--- src/rtl/fdc_cmd_seq.sv ---
module fdc_cmd_seq #(
  parameter int HOLD_CYC = 3,
  parameter int EXEC_CYC = 20
) (
  input  logic        clk,
  input  logic        rst_n,
  input  logic        host_sel,
  input  logic        host_wr,
  input  logic        host_rd,
  input  logic [7:0]  host_wdata,
  output logic [7:0]  host_rdata,
  output logic [3:0]  step_rate,
  output logic [3:0]  head_unload,
  output logic [6:0]  head_load,
  output logic        non_dma,
  output logic        cfg_implied_seek,
  output logic        cfg_fifo_dis,
  output logic        cfg_poll_dis,
  output logic [3:0]  cfg_fifo_thr,
  output logic [7:0]  cfg_precomp_trk,
  output logic [14:0] sector_bytes
);
  localparam int MAXC = (HOLD_CYC > EXEC_CYC) ? HOLD_CYC : EXEC_CYC;
  localparam int CW   = $clog2(MAXC + 1) + 1;
  localparam logic [4:0] OP_SPEC = 5'h03, OP_SENSE = 5'h08, OP_READ = 5'h06,
                         OP_VER  = 5'h10, OP_CONF  = 5'h13;

  typedef enum logic [1:0] {S_IDLE, S_PARAM, S_EXEC, S_RESULT} phase_t;

  phase_t      phase;
  logic [CW-1:0] cnt;
  logic [4:0]  opc;
  logic [3:0]  pidx;
  logic [7:0]  pb  [0:7];
  logic [7:0]  res [0:6];
  logic [2:0]  ridx, rlast;
  logic [7:0]  last_st0, last_cyl, nsize;

  logic rqm, dio, busy, wr_ok, rd_ok;
  assign rqm   = (cnt == '0) && (phase != S_EXEC);
  assign dio   = (phase == S_RESULT);
  assign busy  = (phase != S_IDLE);
  assign wr_ok = host_wr && host_sel && rqm && !dio;
  assign rd_ok = host_rd && host_sel && rqm && dio;

  assign host_rdata   = !host_sel ? {rqm, dio, 1'b0, busy, 4'b0000}
                      : (rqm && dio) ? res[ridx] : 8'h00;
  assign sector_bytes = (nsize > 8'd7) ? 15'd16384 : (15'd128 << nsize[2:0]);

  function automatic logic [3:0] nparams(input logic [4:0] op);
    case (op)
      OP_SPEC: nparams = 4'd2;
      OP_CONF: nparams = 4'd3;
      OP_READ: nparams = 4'd8;
      default: nparams = 4'd0;
    endcase
  endfunction

  always_ff @(posedge clk) begin
    if (!rst_n) begin
      phase <= S_IDLE; cnt <= '0; opc <= '0; pidx <= '0; ridx <= '0; rlast <= '0;
      last_st0 <= '0; last_cyl <= '0; nsize <= '0;
      step_rate <= '0; head_unload <= '0; head_load <= '0; non_dma <= 1'b0;
      cfg_implied_seek <= 1'b0; cfg_fifo_dis <= 1'b0; cfg_poll_dis <= 1'b0;
      cfg_fifo_thr <= '0; cfg_precomp_trk <= '0;
      for (int i = 0; i < 8; i++) pb[i] <= '0;
      for (int i = 0; i < 7; i++) res[i] <= '0;
    end else begin
      if (cnt != '0) cnt <= cnt - 1'b1;
      case (phase)
        S_IDLE: if (wr_ok) begin
          opc  <= host_wdata[4:0];
          pidx <= '0;
          ridx <= '0;
          cnt  <= CW'(HOLD_CYC);
          case (host_wdata[4:0])
            OP_SPEC, OP_CONF, OP_READ: phase <= S_PARAM;
            OP_VER:   begin res[0] <= 8'h90; rlast <= 3'd0; phase <= S_RESULT; end
            OP_SENSE: begin res[0] <= last_st0; res[1] <= last_cyl; rlast <= 3'd1; phase <= S_RESULT; end
            default:  begin res[0] <= 8'h80; rlast <= 3'd0; phase <= S_RESULT; end
          endcase
        end
        S_PARAM: if (wr_ok) begin
          pb[pidx[2:0]] <= host_wdata;
          pidx <= pidx + 1'b1;
          cnt  <= CW'(HOLD_CYC);
          if (pidx == nparams(opc) - 1'b1) begin
            phase <= S_IDLE;
            case (opc)
              OP_SPEC: begin
                step_rate <= pb[0][7:4]; head_unload <= pb[0][3:0];
                head_load <= host_wdata[7:1]; non_dma <= host_wdata[0];
              end
              OP_CONF: begin
                cfg_implied_seek <= pb[1][6]; cfg_fifo_dis <= pb[1][5];
                cfg_poll_dis <= pb[1][4]; cfg_fifo_thr <= pb[1][3:0];
                cfg_precomp_trk <= host_wdata;
              end
              default: begin
                res[0] <= {5'b00000, pb[0][2:0]};
                res[1] <= 8'h00; res[2] <= 8'h00;
                res[3] <= pb[1]; res[4] <= pb[2]; res[5] <= pb[3]; res[6] <= pb[4];
                last_st0 <= {5'b00000, pb[0][2:0]};
                last_cyl <= pb[1];
                nsize <= pb[4];
                rlast <= 3'd6;
                cnt   <= CW'(EXEC_CYC - 1);
                phase <= S_EXEC;
              end
            endcase
          end
        end
        S_EXEC: if (cnt == '0) phase <= S_RESULT;
        S_RESULT: if (rd_ok) begin
          if (ridx == rlast) phase <= S_IDLE;
          else ridx <= ridx + 1'b1;
        end
        default: phase <= S_IDLE;
      endcase
    end
  end

  p_hold_after_write_r3: assert property (@(posedge clk) disable iff (!rst_n)
    (HOLD_CYC > 0 && wr_ok) |=> !rqm);

  p_result_end_idle_r12: assert property (@(posedge clk) disable iff (!rst_n)
    $fell(dio) |-> (rqm && !busy));

  p_timing_stable_r5: assert property (@(posedge clk) disable iff (!rst_n)
    !wr_ok |=> ($stable(step_rate) && $stable(head_load) && $stable(cfg_fifo_thr)));

  p_invalid_op_r11: assert property (@(posedge clk) disable iff (!rst_n)
    (phase == S_IDLE && wr_ok && nparams(host_wdata[4:0]) == 4'd0 &&
     host_wdata[4:0] != OP_VER && host_wdata[4:0] != OP_SENSE)
    |=> (dio && res[0] == 8'h80 && rlast == 3'd0));

  p_read_ignored_r12: assert property (@(posedge clk) disable iff (!rst_n)
    (host_rd && !dio && phase != S_EXEC) |=> $stable(ridx));
endmodule

--- config.mk ---
export PLATFORM = sky130hd
export DESIGN_NAME = fdc_cmd_seq
export DESIGN_NICKNAME = d
export VERILOG_FILES = /design/src/rtl/fdc_cmd_seq.sv
export SDC_FILE = /design/constraint.sdc
export NUM_CORES = 1
export LEC_CHECK = 0
export BUFFER_PORTS_ARGS = -buffer_cell sky130_fd_sc_hd__buf_4
export CAP_MARGIN = 30
export CORE_UTILIZATION = 53
export CTS_CLUSTER_SIZE = 24
export DETAILED_ROUTE_END_ITERATION = 8
export PLACE_DENSITY = 0.76
export SYNTH_ARGS = -nofsm -noshare
export SYNTH_HDL_FRONTEND = slang
export SYNTH_SLANG_ARGS = --single-unit
--- constraint.sdc ---
create_clock -name clk -period 2.5 [get_ports clk]
set_input_delay 0.125 -clock clk [delete_from_list [all_inputs] [get_ports clk]]
set_output_delay 0.125 -clock clk [all_outputs]
set_load 0.02 [all_outputs]
==> qor.yml, run 1 <==
run_status:
  outcome: "finished clean"
final_layout:
  utilization: 0.643
  fin_nets: 678
  area_delta_synth_final_pct: 18.7
  nFillCells: 949
  drive_above_1_share: 0.214
  antenna_cells: 0
  final_cells: 846
clocking:
  cts_tree: "built"
  cts_root_buffer: "clkbuf_16"
  post_cts_buffers: 0
  htreeDepth: 4
  numCtsBuffers: 17
  cts_buffer_depth: 2
  clk_latency_ps: 420
  path_clk_slew_ps: 70
  clock_sinks: 160
route:
  drtIter0Drc: 352
  routed_via_density: 5.68
  drt_pass1_iterations: 5
  wirelength_um: 15600
  ant_nets: 0
  drc: 0
  wire_per_inst_um: 18.4
  via_count: 4807
synth:
  synth-async-reset-ratio: 0
  synth_top_area_cell: "edfxtp_1"
  yosysTopAreaCellShare: 0.340
  syn_area_per_cell_sq_um: 11.4
  ys_top_cells_by_count: "83 x dfxtp_1, 77 x edfxtp_1, 50 x and2_1"
  ys_ff_latch: 160
  synth_cell_types: 64
  synth_area_leaders: "edfxtp_1 34%, dfxtp_1 24%, and2_1 4.6%, mux2i_1 3.8%, a22o_1 3.3%"
  syn_inst: 600
  syn_area_sq_um: 6810
  synth-edff-count: 77
  synth.most_common_cell: "dfxtp_1"
  synth-seq-area-share: 0.584
  synth_warnings: 0
  ys.flop_type: "dfxtp_1"
setup_path:
  cp_common_cell: "nand2b_1"
  crit_path_top_delay_cell: "or3_4"
  cp_max_fo: 8
  slowest_delay_ps: 480
  worstPathCellList: "inv_1 -> ha_1 -> nand2b_1 -> or3_4 -> nor4_4 -> nor2b_1 -> nand2b_1"
  ff2ff_path_depth: 7
  arrival_ps: 2500
  worstPathRequired_ps: 2580
  critPathLaunchType: "flop"
  worstSetupPathType: "reg -> reg"
  end_kind: "flop"
die:
  rows: 41
  initial_utilization: 0.542
  ios: 67
  fp.coreArea_sq_um: 12600
  die_h_um: 115
  die_w_um: 115
  die-area_sq_um: 13300
hold_path:
  hp-class: "in -> reg"
  min_delay_path_depth: 3
placement:
  dpl.hpwl_um: 10400
  routabilityCongestion: 0.889
  numPortBuffers: 59
  dp.cells: 813
timing:
  layout_worst_path_cycle_share: 0.967
  worst-slew-pin-transition_ps: 629
  hold_slack_ps: 5.14
  finalHoldViolations: 0
  max_freq_mhz: 414
  setup_viol: 0
  fin_skew_ps: 13.2
  setup_tns_ps: 0
  max_slew_margin: 0.581
  final.min_clock_period_ps: 2420
  rsz0062_at_grt: "false"
  drv_slew: 0
grt:
  grt_max_degree: 47
  grt_pass1_wl_um: 24200
  grt_overflow_total: 0
  grt_pass1_vias: 4542
  antenna_found_initial: 0
  grtUsageTotal: 0.247
pwr:
  p_per_area_nw_per_um2: 759
  power_mw: 6.13
  vdd.ir_drop.worst_uv: 416
  power_leakage_nw: 3.33
flow_run:
  drv_cap: 0
## sequential cells by signal, summed over array words and instances (netlist names), 4 cells and up, named ones only
signal / flops
pidx: 4
opc: 5
head_load: 7
step_rate: 4
pb: 40
res: 45
head_unload: 4
cnt: 6
nsize: 8
last_cyl: 8
cfg_precomp_trk: 8
cfg_fifo_thr: 4
## layout make-up
class	instances	area, sq um	area share
Timing Repair Buffer	82	643	0.0796
Tap cell	172	215	0.0266
Multi-Input combinational cell	393	2650	0.328
Clock buffer	19	443	0.0548
Clock inverter	13	126	0.0156
Inverter	7	30.0	0.00371
Sequential cell	160	3970	0.492
## cell families (layout without fill, tap and decap cells)
kind of cell	count (synthesis)	after routing	synth area share
buf+inv	53	121	0.0367
simple gates	232	232	0.187
compound gates	103	103	0.110
xor+xnor	6	6	0.00772
other cells	1	7	0.000551
mux	41	41	0.0669
fa+ha+maj	4	4	0.00735
flops	160	160	0.584
## timing repair
action / in CTS / in global routing
endpoints found under the setup margin: 9 / 70
hold buffers: 1 / 0
gates resized for setup: 3 / 4
cloned: 0 / 0
pin swaps: 0 / 0
endpoints found under the hold margin: 1 / 0
## report_power, final
group	switching, mW	internal (mW)	total (mW)
clock network	1.07	1.42	2.48
logic	0.441	0.256	0.696
registers	0.0997	2.85	2.95
total	1.61	4.52	6.13
## final timing paths
check                                         startpoint                         endpoint  slack, ps
worst min register to register  last_cyl[2]$_SDFFE_PN0P_         last_cyl[2]$_SDFFE_PN0P_        470
worst max-delay path                   cnt[1]$_SDFF_PN0_           pb[0][2]$_SDFFCE_PN0P_         80
worst max register to register         cnt[1]$_SDFF_PN0_           pb[0][2]$_SDFFCE_PN0P_         80
worst min-delay path                       host_wdata[7]  cfg_precomp_trk[7]$_SDFFE_PN0P_          5
## metal layers
layer,vias to the layer above,wire length [um],GRT usage
met2,228,7230,0.392
met4,0,318,0.0926
met3,23,1330,0.0775
li1,2287,-,-
met5,-,0,0
met1,2269,6710,0.318
## worst max-delay path: cells and delay by family (launching register included)
kind	cells	cell delay, ps
flip-flops	1	340
buffers and inverters	1	120
AND/OR/NAND/NOR	5	1460
adder cells (fa/ha/maj)	1	160
## per-stage QoR
stage,worst slack (ps),instance area (sq um)
after CTS,16.2,8060
after floorplan,40.9,6840
after detailed placement,4.11,7470
final,82.7,8080
after global routing,12.4,8080
after global placement,96.1,7470
## cell usage in the layout (no fill, tap or decap), drive strengths merged, types with 2 or more instances in the layout
cell type and count:
a221oi 5, nand2b 12, conb 7, a211o 2
and2 50, o21ai 26, a2111oi 2, dfxtp 83
o211ai 2, nor3 8, a21oi 14, or3 5
and3 28, a32o 2, edfxtp 77, nor2 43
a22o 26, clkbuf 19, xor2 3, xnor2 3
o31ai 3, ha 4, or4 2, a22oi 3
buf 81, a211oi 8, clkinvlp 3, clkinv 5
nor4 3, nand3 23, nand4 2, nand2 41
nor2b 5, mux2 15, inv 11, mux2i 26
No activity file was read; power rests on OpenSTA's default activity.
==> inputs of run 2 (changes only) <==
--- a/config.mk
+++ b/config.mk
@@ -6,7 +6,6 @@
 export NUM_CORES = 1
 export LEC_CHECK = 0
 export BUFFER_PORTS_ARGS = -buffer_cell sky130_fd_sc_hd__buf_4
-export CAP_MARGIN = 30
 export CORE_UTILIZATION = 53
 export CTS_CLUSTER_SIZE = 24
 export DETAILED_ROUTE_END_ITERATION = 8
==> constraint.sdc (replaced) <==
create_clock -name clk -period 2.5 [get_ports clk]
set_input_delay 0.125 -clock clk [delete_from_list [all_inputs] [get_ports clk]]
set_output_delay 0.125 -clock clk [all_outputs]
set_load 0.005 [all_outputs]
==> run 2 against run 1 <==
Sequential cell count unchanged. Final area grew 0.53%. Die area did not move. Sequential share of layout area fell by 0.24 points. Setup slack about the same. Clock skew is 5.7 ps lower. Non-clock buffer count did not move. Combinational power is 1% lower. Sequential power is essentially flat. Cell count is the same. Critical endpoint is now pb[4][2]$_DFF_P_. Largest power group unchanged.
==> qor.yml, run 2 (synthesized netlist as in run 1, its figures left out) <==
setup_path:
  ff2ff_path_depth: 6
  path_depth: 6
  crit_path_top_delay_cell: "or4_4"
  end_kind: "flop"
  worstPathCellList: "inv_1 -> ha_1 -> nand2b_1 -> or3_4 -> or4_4 -> mux2_4"
  worst-path-buf-inv: 1
  arrival_ps: 2720
  worstSetupPathType: "reg -> reg"
  critical-path-top-delay-family: "simple AND/OR/NAND/NOR gates"
  critPathLaunchType: "flop"
  worstPathRequired_ps: 2800
  slowest_delay_ps: 660
  cp_max_fo: 9
final_layout:
  nFillCells: 957
  largest_register_ffs: 45
  area_delta_synth_final_pct: 19.3
  antenna_cells: 0
  largest_register: "res"
  final_common_cell: "dfxtp_1"
  fin_nets: 678
  drive_above_1_share: 0.221
  multiInputGateArea_sq_um: 2660
  seqCellArea_sq_um: 3980
  final_cell_mix: "82 x dfxtp_1, 80 x buf_4, 77 x edfxtp_1"
  final_cells: 846
  top_regs: "res: 45 flops, pb: 40 flops"
  utilization: 0.647
clocking:
  clk_latency_ps: 420
  htreeDepth: 4
  numCtsBuffers: 17
  path_clk_slew_ps: 60
  cts_tree: "built"
  clock_sinks: 160
  cts_hold_buf: 0
  cts_root_buffer: "clkbuf_16"
  cts_buffer_depth: 2
placement:
  dp.cells: 812
  dpl.hpwl_um: 10700
  numPortBuffers: 59
  dp_worst_setup_slack_ps: 37.6
  routabilityCongestion: 0.859
die:
  initial_utilization: 0.542
  ios: 67
  fp.coreArea_sq_um: 12600
  die_w_um: 115
  die_h_um: 115
  rows: 41
  die-area_sq_um: 13300
route:
  routed_via_density: 5.67
  drt_pass1_iterations: 5
  via_count: 4794
  wirelength_um: 15900
  drc: 0
  drtIter0Drc: 377
  wire_per_inst_um: 18.7
  ant_nets: 0
timing:
  max_slew_margin: 0.594
  setup_viol: 0
  setup_tns_ps: 0
  final.min_clock_period_ps: 2420
  max_freq_mhz: 414
  drv_slew: 0
  layout_worst_path_cycle_share: 0.967
  hold_slack_ps: 21.0
  finalHoldViolations: 0
  setup_ws_ps: 82.9
  fin_skew_ps: 7.44
  worst-slew-pin-transition_ps: 610
pwr:
  switching_share: 0.256
  vdd.ir_drop.worst_uv: 463
  p_per_area_nw_per_um2: 769
  p_seq_frac: 0.473
  p_int_mw: 4.65
  power_frac_comb: 0.110
  pwr-share-clk: 0.417
  power_leakage_nw: 3.36
  p_switching_mw: 1.60
grt:
  grt_overflow_total: 0
  grt_pass1_wl_um: 24800
  grtUsageTotal: 0.252
  grt_max_degree: 47
  grt_pass1_vias: 4677
  antenna_found_initial: 0
hold_path:
  hp-class: "in -> reg"
  min_delay_path_depth: 2
run_status:
  outcome: "finished clean"
flow_run:
  drv_cap: 0
[run 2: worst register-to-register path, stage by stage, from the launching register on]
cell      delay [ps]
dfxtp_1          340
inv_1            120
ha_1             170
nand2b_1         170
or3_4            490
or4_4            660
mux2_4           350
[run 2: timing repair]
| item | 4_1_cts | 5_1_grt |
|---|---|---|
| endpoints found under the setup margin | 6 | 87 |
| gates resized for setup | 4 | 6 |
| setup buffers | 0 | 2 |
[run 2: stage by stage]
stage | power [mW] | cell area (sq um)
global route | 6.47 | 8130
CTS | 6.23 | 8080
global placement | 3.60 | 7460
finish | 6.25 | 8130
detailed placement | 3.64 | 7460
floorplan | 3.43 | 6840
[run 2: per-layer routing]
layer | vias to the layer above | GRT usage | wire (um)
li1 | 2293 | - | -
met1 | 2266 | 0.321 | 6640
met2 | 214 | 0.403 | 7550
met3 | 21 | 0.0770 | 1440
met4 | 0 | 0.0944 | 229
met5 | - | 0 | 0
[run 2: final timing paths]
kind	from	to	slack, ps
worst max-delay path	cnt[0]$_SDFF_PN0_	pb[4][2]$_DFF_P_	80
worst min-delay path	host_wdata[6]	pb[4][6]$_DFF_P_	20
worst max register to register	cnt[0]$_SDFF_PN0_	pb[4][2]$_DFF_P_	80
worst min register to register	pb[4][0]$_DFF_P_	nsize[0]$_SDFFE_PN0P_	470
[run 2: area by class of cell]
class	instances	area share
clock inverter	12	0.0146
tap	172	0.0265
multi-input combinational	393	0.327
sequential	160	0.489
timing repair buffer	82	0.0788
clock buffer	20	0.0602
inverter	7	0.00370
[run 2: power by group through the flow]
stage / logic (mW) / clock network [mW] / registers [mW]
3_5_place_dp: 0.639 / 0 / 3.00
3_3_place_gp: 0.607 / 0 / 2.99
6_report: 0.688 / 2.60 / 2.96
4_1_cts: 0.652 / 2.63 / 2.95
5_1_grt: 0.748 / 2.75 / 2.97
2_1_floorplan: 0.464 / 0 / 2.97
==> inputs of run 3 (changes only) <==
==> config.mk (replaced) <==
export PLATFORM = sky130hd
export DESIGN_NAME = fdc_cmd_seq
export DESIGN_NICKNAME = d
export VERILOG_FILES = /design/src/rtl/fdc_cmd_seq.sv
export SDC_FILE = /design/constraint.sdc
export NUM_CORES = 1
export LEC_CHECK = 0
export CORE_UTILIZATION = 55
export CTS_CLUSTER_SIZE = 24
export DETAILED_ROUTE_END_ITERATION = 8
export DONT_BUFFER_PORTS = 1
export PLACE_DENSITY = 0.73
export SYNTH_ARGS = -nofsm -noshare
export SYNTH_HDL_FRONTEND = slang
export SYNTH_SLANG_ARGS = --single-unit
==> run 3 against run 2 <==
The flow now finishes with violations (negative hold slack). First-iteration DRC count shrank 12%. Non-clock buffer count shrank 49. Combinational power shrank 4.1%. Cell count shrank 6.3%. Utilization shrank 0.35 points. Sequential power is essentially flat. Largest power group unchanged. Highest routed layer is now met5.
==> qor.yml, run 3 (synthesized netlist as in run 1, its figures left out) <==
die:
  ios: 67
  initial_utilization: 0.565
  die-area_sq_um: 12800
  fp.coreArea_sq_um: 12100
  rows: 40
  die_h_um: 113
  die_w_um: 113
timing:
  max_freq_mhz: 428
  rsz0062_at_grt: "false"
  finalHoldViolations: 8
  final.min_clock_period_ps: 2340
  fin_skew_ps: 12.2
  max_slew_margin: 0.549
  layout_worst_path_cycle_share: 0.935
  hold_slack_ps: -2.80
  worst-slew-pin-transition_ps: 676
  drv_slew: 0
  setup_viol: 0
grt:
  grt_max_degree: 47
  grt_pass1_vias: 4412
  grt_overflow_total: 0
  antenna_found_initial: 1
  grtUsageTotal: 0.257
  grt_pass1_wl_um: 24300
setup_path:
  cp_max_fo: 9
  crit_path_top_delay_cell: "or4_4"
  arrival_ps: 2650
  worst-path-buf-inv: 1
  worstSetupPathType: "reg -> reg"
  worstPathCellList: "inv_1 -> ha_1 -> nand2b_1 -> or3_4 -> or4_4 -> mux2_4"
  slowest_delay_ps: 650
  critPathLaunchType: "flop"
  end_kind: "flop"
  critical-path-top-delay-family: "simple AND/OR/NAND/NOR gates"
  worstPathRequired_ps: 2820
pwr:
  power_leakage_nw: 3.07
  p_per_area_nw_per_um2: 783
  vdd.ir_drop.worst_uv: 847
final_layout:
  largest_register: "res"
  multiInputGateArea_sq_um: 2660
  antenna_cells: 0
  seqCellArea_sq_um: 3970
  final_common_cell: "dfxtp_1"
  drive_above_1_share: 0.141
  largest_register_ffs: 45
  nFillCells: 925
  fin_nets: 629
  utilization: 0.643
  fin_area_sq_um: 7760
  area_delta_synth_final_pct: 13.9
  top_regs: "res: 45 flops, pb: 40 flops"
  final_cell_mix: "83 x dfxtp_1, 77 x edfxtp_1, 50 x and2_1"
route:
  drc: 0
  via_count: 4628
  routed_via_density: 5.84
  drt_pass1_iterations: 5
  ant_nets: 0
  drtIter0Drc: 330
  wire_per_inst_um: 19.6
  wirelength_um: 15600
placement:
  routabilityCongestion: 0.880
  numPortBuffers: 0
  dpl.hpwl_um: 10200
  postPlaceCellArea_sq_um: 7030
clocking:
  cts_buffer_depth: 2
  htreeDepth: 4
  clk_latency_ps: 430
  clock_sinks: 160
  numCtsBuffers: 17
  cts_tree: "built"
  post_cts_buffers: 0
  cts_root_buffer: "clkbuf_16"
  path_clk_slew_ps: 60
run_status:
  outcome: "finished, violations left"
  violations: "negative hold slack"
flow_run:
  drv_cap: 0
hold_path:
  hp-class: "in -> reg"
-- run 3: cell type report --
cell class / count / share of cell area
clock buffers: 23 / 0.0657
inverters: 7 / 0.00387
clock inverters: 9 / 0.00887
repair buffers: 33 / 0.0397
multi-input cells: 393 / 0.342
flip-flops and latches: 160 / 0.512
well taps: 168 / 0.0271
-- run 3: metrics by stage --
step                      setup TNS, ps  worst slack [ps]  hold WS, ps  power (mW)  std cells
after detailed placement           -442             -55.3          267        3.58        751
after global placement                0              30.4          248        3.54        751
after CTS                         -35.9             -4.32         12.2        6.07        793
final                                 0               162        -2.80        6.07        793
after global routing                  0              33.3         9.87        6.28        793
after floorplan                       0              40.9          234        3.43        606
-- run 3: final timing paths --
path / start / endpoint / slack, ps / cells past startpoint
worst min register to register: pb[4][5]$_DFF_P_ / nsize[5]$_SDFFE_PN0P_ / 470 / 1
worst max register to register: cnt[0]$_SDFF_PN0_ / pb[4][1]$_DFF_P_ / 160 / 6
worst min-delay path: rst_n / pb[2][1]$_SDFFCE_PN0P_ / -3 / 1
worst max-delay path: cnt[0]$_SDFF_PN0_ / pb[4][1]$_DFF_P_ / 160 / 6
-- run 3: worst register-to-register path: stages (launching register included) --
cell and delay, ps:
dfxtp_1 340, inv_1 110, ha_1 150, nand2b_1 160, or3_4 480, or4_4 650
mux2_4 350
-- run 3: power by group --
group / total, mW / switching (mW) / internal [mW]
Sequential: 2.95 / 0.0949 / 2.85
Combinational: 0.660 / 0.422 / 0.237
Clock: 2.46 / 1.02 / 1.44
-- run 3: routing by layer --
metal / global-route usage / vias to the layer above / routed length [um]
met3: 0.0927 / 25 / 1370
met5: 0 / - / 13
met1: 0.333 / 2216 / 6750
met2: 0.389 / 196 / 7080
met4: 0.108 / 2 / 341
li1: - / 2189 / -
-- run 3: repair_timing --
| item | 4_1_cts | 5_1_grt |
|---|---|---|
| hold buffers | 10 | 0 |
| gates resized for setup | 1 | 7 |
| pin swaps | 0 | 1 |
| gates cloned | 0 | 0 |
| endpoints found under the setup margin | 32 | 87 |
| endpoints found under the hold margin | 84 | 0 |
